==> src/rtl/owm_pkg.sv <==
package owm_pkg;
  // register offsets before scaling
  localparam int OFF_CMD  = 0;
  localparam int OFF_DATA = 1;
  localparam int OFF_STAT = 2;
  localparam int OFF_IEN  = 3;
  localparam int OFF_DIV  = 4;
  // command bits
  localparam int C_BUSRST = 0;
  localparam int C_SRCH   = 1;
  localparam int C_FORCE  = 2;
  localparam int C_LINE   = 3;
  localparam int C_SWRST  = 5;
  localparam int C_OD     = 7;
  // status bits
  localparam int S_PD   = 0;
  localparam int S_PDR  = 1;
  localparam int S_TBE  = 2;
  localparam int S_TSRE = 3;
  localparam int S_RBF  = 4;
  localparam int S_RSRF = 5;
  // enable-register special bits
  localparam int E_POL = 1;
  localparam int E_DRV = 6;

  typedef enum logic [1:0] {RS_IDLE, RS_LOW, RS_REC} rs_state_e;
endpackage

==> src/rtl/owm_reset_seq.sv <==
module owm_reset_seq
  import owm_pkg::*;
#(
  parameter int T_RST   = 625,
  parameter int T_PSAMP = 70,
  parameter int T_PDONE = 300
)(
  input  logic clk,
  input  logic rst_n,
  input  logic clr,
  input  logic tick,
  input  logic start,
  input  logic line_in,
  output logic busy,
  output logic drive_low,
  output logic pd_pulse,
  output logic present
);
  localparam int CW = $clog2(T_RST + 1);
  localparam logic [CW-1:0] C_END = CW'(T_RST - 1);
  localparam logic [CW-1:0] C_SMP = CW'(T_PSAMP - 1);
  localparam logic [CW-1:0] C_PD  = CW'(T_PDONE - 1);

  rs_state_e st;
  logic [CW-1:0] cnt;

  assign busy      = (st != RS_IDLE);
  assign drive_low = (st == RS_LOW);
  assign pd_pulse  = (st == RS_REC) && tick && (cnt == C_PD);

  always_ff @(posedge clk or negedge rst_n) begin
    if (!rst_n) begin
      st <= RS_IDLE; cnt <= '0; present <= 1'b0;
    end else if (clr) begin
      st <= RS_IDLE; cnt <= '0; present <= 1'b0;
    end else begin
      case (st)
        RS_IDLE: if (start) begin
          st <= RS_LOW; cnt <= '0; present <= 1'b0;
        end
        RS_LOW: if (tick) begin
          if (cnt == C_END) begin st <= RS_REC; cnt <= '0; end
          else cnt <= cnt + 1'b1;
        end
        RS_REC: if (tick) begin
          if (cnt == C_SMP) present <= ~line_in;
          if (cnt == C_END) begin st <= RS_IDLE; cnt <= '0; end
          else cnt <= cnt + 1'b1;
        end
        default: st <= RS_IDLE;
      endcase
    end
  end
endmodule

==> src/rtl/owm_byte_engine.sv <==
module owm_byte_engine #(
  parameter int DW     = 8,
  parameter int T_SLOT = 70,
  parameter int T_LOW1 = 1,
  parameter int T_LOW0 = 60,
  parameter int T_SAMP = 15
)(
  input  logic          clk,
  input  logic          rst_n,
  input  logic          clr,
  input  logic          tick,
  input  logic          load,
  input  logic [DW-1:0] load_byte,
  input  logic          line_in,
  output logic          busy,
  output logic          drive_low,
  output logic          done,
  output logic [DW-1:0] rx_byte
);
  localparam int CW = $clog2(T_SLOT + 1);
  localparam int BW = $clog2(DW);
  localparam logic [CW-1:0] K_LAST = CW'(T_SLOT - 1);
  localparam logic [CW-1:0] K_SAMP = CW'(T_SAMP);
  localparam logic [CW-1:0] K_L1   = CW'(T_LOW1);
  localparam logic [CW-1:0] K_L0   = CW'(T_LOW0);
  localparam logic [BW-1:0] B_LAST = BW'(DW - 1);

  logic [CW-1:0] cnt;
  logic [BW-1:0] bidx;
  logic [DW-1:0] tx_sh, rx_sh;
  logic          slot_end;

  assign slot_end  = busy && tick && (cnt == K_LAST);
  assign done      = slot_end && (bidx == B_LAST);
  assign drive_low = busy && (cnt < (tx_sh[0] ? K_L1 : K_L0));
  assign rx_byte   = rx_sh;

  always_ff @(posedge clk or negedge rst_n) begin
    if (!rst_n) begin
      busy <= 1'b0; cnt <= '0; bidx <= '0; tx_sh <= '0; rx_sh <= '0;
    end else if (clr) begin
      busy <= 1'b0; cnt <= '0; bidx <= '0; tx_sh <= '0; rx_sh <= '0;
    end else if (!busy) begin
      if (load) begin
        busy <= 1'b1; cnt <= '0; bidx <= '0; tx_sh <= load_byte;
      end
    end else if (tick) begin
      if (cnt == K_SAMP) rx_sh <= {line_in, rx_sh[DW-1:1]};
      if (slot_end) begin
        cnt   <= '0;
        tx_sh <= tx_sh >> 1;
        bidx  <= bidx + 1'b1;
        if (bidx == B_LAST) busy <= 1'b0;
      end else begin
        cnt <= cnt + 1'b1;
      end
    end
  end
endmodule

==> src/rtl/owm_master.sv <==
module owm_master
  import owm_pkg::*;
#(
  parameter int AW         = 8,
  parameter int ADDR_SHIFT = 0,
  parameter int T_RST      = 625,
  parameter int T_PSAMP    = 70,
  parameter int T_PDONE    = 300,
  parameter int T_SLOT     = 70,
  parameter int T_LOW1     = 1,
  parameter int T_LOW0     = 60,
  parameter int T_SAMP     = 15,
  parameter int DIVW       = 5
)(
  input  logic            clk,
  input  logic            rst_n,
  input  logic            us_tick,
  input  logic [AW-1:0]   reg_addr,
  input  logic            reg_wr,
  input  logic            reg_rd,
  input  logic [7:0]      reg_wdata,
  output logic [7:0]      reg_rdata,
  input  logic            owire_in,
  output logic            owire_drive_low,
  output logic            irq,
  output logic [DIVW-1:0] clkdiv_cfg
);
  localparam int DW = 8;
  localparam int EW = 7;

  function automatic logic hit(input logic [AW-1:0] a, input int off);
    return a == AW'(off << ADDR_SHIFT);
  endfunction

  logic sel_cmd, sel_data, sel_stat, sel_ien, sel_div;
  logic wr_cmd, wr_data, wr_ien, wr_div, rd_data, rd_stat, sw_rst;

  assign sel_cmd  = hit(reg_addr, OFF_CMD);
  assign sel_data = hit(reg_addr, OFF_DATA);
  assign sel_stat = hit(reg_addr, OFF_STAT);
  assign sel_ien  = hit(reg_addr, OFF_IEN);
  assign sel_div  = hit(reg_addr, OFF_DIV);
  assign wr_cmd   = reg_wr && sel_cmd;
  assign wr_data  = reg_wr && sel_data;
  assign wr_ien   = reg_wr && sel_ien;
  assign wr_div   = reg_wr && sel_div;
  assign rd_data  = reg_rd && sel_data;
  assign rd_stat  = reg_rd && sel_stat;
  assign sw_rst   = wr_cmd && reg_wdata[C_SWRST];

  // host-visible state
  logic            srch_q, od_q, force_q;
  logic [EW-1:0]   ien_q;
  logic [DIVW-1:0] div_q;
  logic [DW-1:0]   txbuf, rxsr, rxbuf;
  logic            pd_q, pdr_q, tbe_q, tsre_q, rbf_q, rsrf_q;

  // sequencer links
  logic          rs_busy, rs_drive, rs_pd, rs_present, rs_start;
  logic          eng_busy, eng_drive, eng_done, eng_load;
  logic [DW-1:0] eng_rx;

  assign rs_start = wr_cmd && reg_wdata[C_BUSRST] && !reg_wdata[C_SWRST]
                    && !rs_busy && !eng_busy;
  assign eng_load = !tbe_q && !eng_busy && !rs_busy;

  owm_reset_seq #(.T_RST(T_RST), .T_PSAMP(T_PSAMP), .T_PDONE(T_PDONE)) u_rst (
    .clk(clk), .rst_n(rst_n), .clr(sw_rst), .tick(us_tick), .start(rs_start),
    .line_in(owire_in), .busy(rs_busy), .drive_low(rs_drive),
    .pd_pulse(rs_pd), .present(rs_present));

  owm_byte_engine #(.DW(DW), .T_SLOT(T_SLOT), .T_LOW1(T_LOW1), .T_LOW0(T_LOW0),
                    .T_SAMP(T_SAMP)) u_eng (
    .clk(clk), .rst_n(rst_n), .clr(sw_rst), .tick(us_tick), .load(eng_load),
    .load_byte(txbuf), .line_in(owire_in), .busy(eng_busy),
    .drive_low(eng_drive), .done(eng_done), .rx_byte(eng_rx));

  always_ff @(posedge clk or negedge rst_n) begin
    if (!rst_n) begin
      srch_q <= 1'b0; od_q <= 1'b0; force_q <= 1'b0;
      ien_q <= '0; div_q <= '0;
      txbuf <= '0; rxsr <= '0; rxbuf <= '0;
      pd_q <= 1'b0; pdr_q <= 1'b1; tbe_q <= 1'b1; tsre_q <= 1'b1;
      rbf_q <= 1'b0; rsrf_q <= 1'b0;
    end else if (sw_rst) begin
      srch_q <= 1'b0; od_q <= 1'b0; force_q <= 1'b0;
      txbuf <= '0; rxsr <= '0; rxbuf <= '0;
      pd_q <= 1'b0; pdr_q <= 1'b1; tbe_q <= 1'b1; tsre_q <= 1'b1;
      rbf_q <= 1'b0; rsrf_q <= 1'b0;
    end else begin
      if (wr_cmd) begin
        srch_q  <= reg_wdata[C_SRCH];
        od_q    <= reg_wdata[C_OD];
        force_q <= reg_wdata[C_FORCE];
      end
      if (wr_ien) ien_q <= reg_wdata[EW-1:0];
      if (wr_div) div_q <= reg_wdata[DIVW-1:0];

      // transmit side
      if (wr_data) begin
        txbuf <= reg_wdata;
        tbe_q <= 1'b0;
      end else if (eng_load) begin
        tbe_q <= 1'b1;
      end
      if (eng_load)      tsre_q <= 1'b0;
      else if (eng_done) tsre_q <= 1'b1;

      // receive side
      if (eng_done) begin
        rxsr   <= eng_rx;
        rsrf_q <= 1'b1;
      end else if (rsrf_q && !rbf_q) begin
        rsrf_q <= 1'b0;
      end
      if (rsrf_q && !rbf_q) begin
        rxbuf <= rxsr;
        rbf_q <= 1'b1;
      end else if (rd_data) begin
        rbf_q <= 1'b0;
      end

      // presence
      if (rs_pd) begin
        pd_q  <= 1'b1;
        pdr_q <= ~rs_present;
      end else if (rd_stat) begin
        pd_q <= 1'b0;
      end
    end
  end

  logic [7:0] cmd_view, stat_view;
  logic [5:0] irq_src;
  logic       irq_any;

  always_comb begin
    cmd_view          = '0;
    cmd_view[C_BUSRST] = rs_busy;
    cmd_view[C_SRCH]   = srch_q;
    cmd_view[C_LINE]   = owire_in;
    cmd_view[C_OD]     = od_q;
    stat_view          = '0;
    stat_view[S_PD]    = pd_q;
    stat_view[S_PDR]   = pdr_q;
    stat_view[S_TBE]   = tbe_q;
    stat_view[S_TSRE]  = tsre_q;
    stat_view[S_RBF]   = rbf_q;
    stat_view[S_RSRF]  = rsrf_q;
  end

  always_comb begin
    reg_rdata = '0;
    if (sel_cmd)       reg_rdata = cmd_view;
    else if (sel_data) reg_rdata = rxbuf;
    else if (sel_stat) reg_rdata = stat_view;
    else if (sel_ien)  reg_rdata[EW-1:0] = ien_q;
    else if (sel_div)  reg_rdata[DIVW-1:0] = div_q;
  end

  // bit 1 of the enable register is polarity, not a source enable
  assign irq_src = stat_view[5:0] & ien_q[5:0] & 6'b111101;
  assign irq_any = |irq_src;
  assign irq     = ien_q[E_POL] ? irq_any : ~irq_any;

  assign owire_drive_low = rs_drive | eng_drive | (force_q & ien_q[E_DRV]);
  assign clkdiv_cfg      = div_q;
endmodule

==> config.mk <==
export PLATFORM = sky130hd
export DESIGN_NAME = owm_master
export DESIGN_NICKNAME = d
export VERILOG_FILES = /design/src/rtl/owm_pkg.sv /design/src/rtl/owm_reset_seq.sv /design/src/rtl/owm_byte_engine.sv /design/src/rtl/owm_master.sv
export SDC_FILE = /design/constraint.sdc
export NUM_CORES = 1
export LEC_CHECK = 0
export ABC_AREA = 1
export BUFFER_PORTS_ARGS = -buffer_cell sky130_fd_sc_hd__buf_4
export CAP_MARGIN = 0
export CORE_ASPECT_RATIO = 1.25
export CORE_MARGIN = 10
export CORE_UTILIZATION = 35
export CTS_CLUSTER_DIAMETER = 50
export DETAILED_ROUTE_END_ITERATION = 10
export PLACE_DENSITY = 0.48
export SKIP_LAST_GASP = 1
export SLEW_MARGIN = 10
export SYNTH_ARGS = -nofsm -noshare
export SYNTH_HDL_FRONTEND = slang
export SYNTH_HIERARCHICAL = 1
export SYNTH_SLANG_ARGS = --single-unit
export TNS_END_PERCENT = 20
==> constraint.sdc <==
create_clock -name clk -period 2.1 [get_ports clk]
set_input_delay 0.315 -clock clk [delete_from_list [all_inputs] [get_ports clk]]
set_output_delay 0.315 -clock clk [all_outputs]
set_load 0.05 [all_outputs]
=== Word level (Yosys, flattened, before mapping) ===
Cells that the tools add are included.

* Bits in registers: 85
* Input port bits: 22
* Output and inout bits: 15
* Word-level logic and storage cells: 188

* Add/sub/neg operators: 3
* $lt $le $gt $ge: 1
* Equality and inequality tests: 21
* Multiplexer cells: 79
* Bitwise gates (word level): 8
* Reduce and logical (&&, ||, !) cells: 54

{| class="wikitable"
|+ Operator list
! kind !! number
|-
| $mux W8 || 17
|-
| $mux W7 || 6
|-
| $mux W10 || 4
|-
| $mux W1 || 34
|-
| $reduce_bool A3 Y1 || 8
|-
| $ne A3 B3 Y1 const B || 7
|-
| $logic_and A1 B1 Y1 || 20
|-
| $pmux W10 S2 || 1
|-
| $reduce_bool A2 Y1 || 9
|-
| $eq A8 B2 Y1 const B || 2
|-
| $mux W3 || 5
|-
| $mux W2 || 7
|-
| $add A10 B1 Y10 const B || 1
|-
| $eq A10 B10 Y1 const B || 1
|-
| $eq A10 B7 Y1 const B || 1
|-
| $eq A10 B9 Y1 const B || 1
|-
| $mux W5 || 2
|-
| $reduce_and A3 Y1 || 3
|-
| $eq A8 B1 Y1 const B || 1
|-
| $eq A8 B3 Y1 const B || 1
|-
| $logic_not A8 Y1 || 1
|-
| $add A7 B1 Y7 const B || 1
|-
| $eq A7 B4 Y1 const B || 1
|-
| $eq A7 B7 Y1 const B || 1
|-
| other kinds (21) || 31
|}

=== Depth between registers and ports, before layout ===
* Depth in word-level cells: 9
* Depth in mapped cells: 14
* Depth with buffers taken out: 14

=== By module ===
The synthesis kept the hierarchy.

{| class="wikitable"
|+ Modules (own cells, without submodules)
! module !! times used !! cells an instance !! area an instance (um^2) !! seq. area each (um^2)
|-
| owm_master || 1 || 293 || 2,351.0 || 1,129.8
|-
| owm_byte_engine || 1 || 210 || 1,579.0 || 675.6
|-
| owm_reset_seq || 1 || 162 || 1,058.5 || 325.3
|}

=== Least setup slack after synthesis ===
OpenSTA, ideal clock, no wires.

* Kind: input port to output port
* From: input port reg_addr[7]
* To: output port reg_rdata[2]
* Data arrival time: 1,654 ps
* Required time: 1,785 ps
* Setup slack: 131 ps
* Stages: 8
* Path buffers: 1
* Path through: nor2_2 nand2_4 inv_2 buf_2 nand3_1 nand2_1 nor2_1 nor2_1

* Longest elaborated chain between the ends: 6
* Elaborated cells on any way between the ends: 10

{| class="wikitable"
|+ RTL lines
! what !! RTL line !! RTL
|-
| from (decl) || owm_master.sv:18 || <nowiki>input logic [AW-1:0] reg_addr,</nowiki>
|-
| $eq A8 B3 Y1 || owm_master.sv:32 || <nowiki>return a == AW'(off << ADDR_SHIFT);</nowiki>
|-
| $mux W5 || owm_master.sv:158 || <nowiki>else if (sel_div) reg_rdata[DIVW-1:0] = div_q;</nowiki>
|-
| $mux W5 || owm_master.sv:157 || <nowiki>else if (sel_ien) reg_rdata[EW-1:0] = ien_q;</nowiki>
|-
| $mux W7 || owm_master.sv:156 || <nowiki>else if (sel_stat) reg_rdata = stat_view;</nowiki>
|-
| $mux W8 || owm_master.sv:155 || <nowiki>else if (sel_data) reg_rdata = rxbuf;</nowiki>
|-
| $mux W8 (*) || owm_master.sv:154 || <nowiki>if (sel_cmd) reg_rdata = cmd_view;</nowiki>
|-
| to (decl) || owm_master.sv:22 || <nowiki>output logic [7:0] reg_rdata,</nowiki>
|}

Mark *: on every way between the ends. The rest lies on a longest branch, timed or not.

=== Final worst setup path ===
* From: register u_eng.tx_sh[0]
* To: output port owire_drive_low

* Longest elaborated chain between the ends: 5

{| class="wikitable"
|+ RTL lines
! what !! RTL line !! RTL
|-
| from (decl) || owm_byte_engine.sv:30 || <nowiki>logic [DW-1:0] tx_sh, rx_sh;</nowiki>
|-
| from (signal assigned) || owm_byte_engine.sv:51 || <nowiki>tx_sh <= tx_sh >> 1;</nowiki>
|-
| $mux W6 || owm_byte_engine.sv:35 || <nowiki>assign drive_low = busy && (cnt < (tx_sh[0] ? K_L1 : K_L0));</nowiki>
|-
| $lt A7 B7 Y1 || owm_byte_engine.sv:35 ||
|-
| $logic_and A1 B1 Y1 || owm_byte_engine.sv:35 ||
|-
| net eng_drive || owm_master.sv:60 || <nowiki>logic eng_busy, eng_drive, eng_done, eng_load;</nowiki>
|-
| $or A1 B1 Y1 (2 in a row) || owm_master.sv:166 || <nowiki>assign owire_drive_low = rs_drive | eng_drive | (force_q & ien_q[E_DRV]);</nowiki>
|-
| to (decl) || owm_master.sv:24 || <nowiki>output logic owire_drive_low,</nowiki>
|}

The timed path passes the listed nets, and every way through them passes these cells.

==> results.py <==
metrics = {
    "finish": {
        "areaGrowthSynthToFinish_pct": 17.3,
        "num_antenna_cells": 0,
        "layout-drive-gt1-share_pct": 18.7,
        "multi_input_area_um2": 2470,
        "filler_cell_count": 1454,
        "finalNetCount": 754,
        "seq_area_um2": 2130,
        "utilization_pct": 42.2,
    },
    "global_routing": {
        "antenna_found_initial": 0,
        "grt-ovfl-total": 0,
        "grt_max_degree": 86,
        "grt_pass1_vias": 4459,
        "grt_usage_pct": 13.7,
        "grt_pass1_wl_mm": 22.2,
    },
    "die": {
        "ioPinCount": 37,
        "placementRows": 48,
        "die_w_um": 127,
        "initial_utilization_pct": 36.0,
        "core_um2": 13900,
        "die_area_um2": 19500,
        "die_h_um": 153,
    },
    "logic_synthesis": {
        "synthCells": 665,
        "yosysTopAreaCell": "dfrtp_1",
        "syn_nets": 702,
        "yosysWarnings": 6,
        "netlist.area_leader.share_pct": 41.1,
        "yosysUniqueCellTypes": 36,
        "yosysSeqAreaShare_pct": 42.7,
        "synth-seq-cells": 85,
        "netlist_top_cells_area": "dfrtp_1 41%, nand2_1 15%, nand3_1 12%",
        "synth_area_um2": 4990,
        "syn_avg_cell_area_um2": 7.50,
    },
    "worst_setup_path": {
        "worstPathArrival_ns": 1.86,
        "start_kind": "flip-flop",
        "critPathMaxFanout": 3,
        "cp-end-kind": "primary output",
        "critPathKind": "flip-flop to primary output",
        "crit_required_ns": 1.78,
    },
    "power": {
        "vdd_ir_drop_max_mv": 0.396,
        "power.share.switching_pct": 36.7,
        "p_leak_uw": 0.00313,
        "p_seq_share_pct": 37.6,
        "total_power_uw": 5260,
        "power_density_nw_per_um2": 898,
        "p_sw_uw": 1930,
        "p_comb_share_pct": 31.0,
        "p_int_uw": 3330,
        "p_clk_share_pct": 31.4,
    },
    "outcome": {
        "run_status": "complete, but fails checks",
        "violations": "negative setup slack",
    },
    "placed_design": {
        "gp_congestion": 0.804,
        "dp_hpwl_mm": 9.60,
        "io_buffers": 36,
    },
    "sta": {
        "skew_ns": 0.00854,
        "fin_crit_ns": 2.18,
        "rsz0062_at_grt": "true",
        "setup_viol": 1,
        "tns_ns": -0.0754,
        "slew_violations": 0,
        "postLayoutSetupSlackWorst_ns": -0.0754,
        "tightest_slew_ns": 0.498,
        "fmax_mhz": 460,
        "hold_violations": 0,
        "maxSlewHeadroom_pct": 66.8,
        "min_period_over_period_pct": 104,
    },
    "job": {
        "cap_violations": 0,
    },
    "clocking": {
        "cts-buffers-inserted": 9,
        "clock_latency_ns": 0.34,
        "cts_tree": "yes",
        "cts_buffer_depth": 2,
        "root_buffer": "clkbuf_16",
        "cts_max_level": 3,
        "clock-sinks": 85,
        "clk_pin_slew_ns": 0.07,
    },
    "routing": {
        "drt_iter0_markers": 193,
        "route.vias.total": 4351,
        "antenna_left": 0,
        "wl_mm": 13.1,
        "first_pass_iters": 4,
        "drc": 0,
        "wl_per_cell_um": 14.6,
        "via_per_inst": 4.85,
    },
    "hold_path": {
        "hold_class": "input pin to async pin",
    },
}
-- area by class of cell --
cell class                 instances  area share (%)
clock buffer                      11            4.15
clock inverter                     5            1.03
timing repair buffer              57            7.59
sequential                        85            36.4
tap                              175            3.74
multi-input combinational        489            42.2
inverter                          75            4.85
-- power groups by stage --
stage,combinational [µW],sequential (µW),clock (µW)
after global placement,1510,2000,0
after CTS,1560,1980,1700
after floorplan,1120,1970,0
final,1630,1980,1650
after global routing,1850,2000,1750
after detailed placement,1520,2000,0
-- metal layers --
| metal | GRT usage, % | vias to the layer above | part of all wire [%] |
|---|---|---|---|
| met2 | 24.1 | 54 | 52 |
| li1 | - | 2229 | - |
| met5 | 0 | - | 0 |
| met4 | 5.21 | 0 | 1.3 |
| met1 | 16.3 | 2057 | 44 |
| met3 | 2.15 | 11 | 2.6 |
-- kinds of logic after synthesis --
logic type	synth area share [%]
XOR/XNOR	0.176
flip-flops	42.7
adder cells (fa/ha/maj)	3.76
buffers and inverters	8.65
AO/OA/AOI/OAI	4.61
AND/OR/NAND/NOR	40.1
-- state kept, by name, indices dropped and copies added (netlist names) --
signal         flops
rxsr               8
ien_q              7
rxbuf              8
rbf_q              1
clkdiv_cfg         5
u_eng/busy         1
u_eng/rx_byte      8
u_rst/st           2
pdr_q              1
u_rst/present      1
force_q            1
tsre_q             1
u_eng/bidx         3
od_q               1
pd_q               1
rsrf_q             1
srch_q             1
txbuf              8
tbe_q              1
u_rst/cnt         10
u_eng/cnt          7
u_eng/tx_sh        8
-- critical path, cell delays in order, from the launching register on --
cell and delay [ns]:
dfrtp_1 0.40, ha_1 0.30, nand2_1 0.06, nor2_2 0.10, nand2_1 0.07, o21ai_2 0.12
inv_1 0.05, a211o_1 0.25, buf_6 0.16
-- worst paths after layout --
kind	from	end	slack, ns	depth (start not counted)
setup / recovery	u_eng/tx_sh[0]$_DFFE_PN0P_	owire_drive_low	-0.08	8
hold / removal	rst_n	u_eng/tx_sh[2]$_DFFE_PN0P_	0.005	2
setup reg to reg	u_eng/cnt[5]$_DFFE_PN0P_	rxsr[4]$_DFFE_PN0P_	0.08	12
hold reg to reg	u_eng/tx_sh[3]$_DFFE_PN0P_	u_eng/tx_sh[3]$_DFFE_PN0P_	0.48	2
max in group asynchronous	rst_n	pdr_q$_DFFE_PN1P_	1.70	2
min in group clk	reg_wdata[6]	txbuf[6]$_DFFE_PN0P_	0.22	3
-- repair_timing --
action / in CTS / in global routing
hold buffers: 0 / 0
setup endpoints to repair: 1 / 31
setup buffers: 1 / 1
gates resized for setup: 6 / 4
cloned: 0 / 1
pin swaps: 2 / 1
-- placed cells by master, fill, tap and decap left out, types with 4 or more instances in the layout --
| cell | n |
|---|---|
| a21oi_1 | 6 |
| buf_4 | 55 |
| clkbuf_16 | 9 |
| dfrtp_1 | 82 |
| ha_1 | 13 |
| inv_1 | 66 |
| inv_2 | 7 |
| nand2_1 | 203 |
| nand2_2 | 12 |
| nand2_4 | 4 |
| nand3_1 | 118 |
| nand3_2 | 4 |
| nand4_1 | 7 |
| nor2_1 | 54 |
| nor2_2 | 13 |
| nor3_1 | 5 |
| o21ai_0 | 10 |
| o21ai_1 | 14 |
| o21ai_2 | 7 |
-- synth_stat cells, drive strengths merged --
master / number
dfrtp: 82
a22o: 1
nand2: 219
nand3: 123
inv: 74
ha: 15
dfstp: 3
nand4: 7
a211o: 1
nand3b: 3
nor2: 71
clkinv: 1
o21ai: 31
clkbuf: 3
buf: 14
nor3: 8
nor3b: 1
a21oi: 7
xor2: 1
-- metrics by stage --
stage | instance area (µm²) | setup slack [ns] | hold slack [ns] | std cells
final | 5850 | -0.0754 | 0.00534 | 897
after global routing | 5850 | -0.168 | 0.0503 | 897
after CTS | 5820 | -0.0927 | 0.0300 | 895
after detailed placement | 5490 | 0.0767 | 0.401 | 878
after global placement | 5490 | 0.0983 | 0.405 | 878
after floorplan | 4990 | 0.131 | 0.0194 | 665
Note: power is estimated with default switching activity, not from simulation.
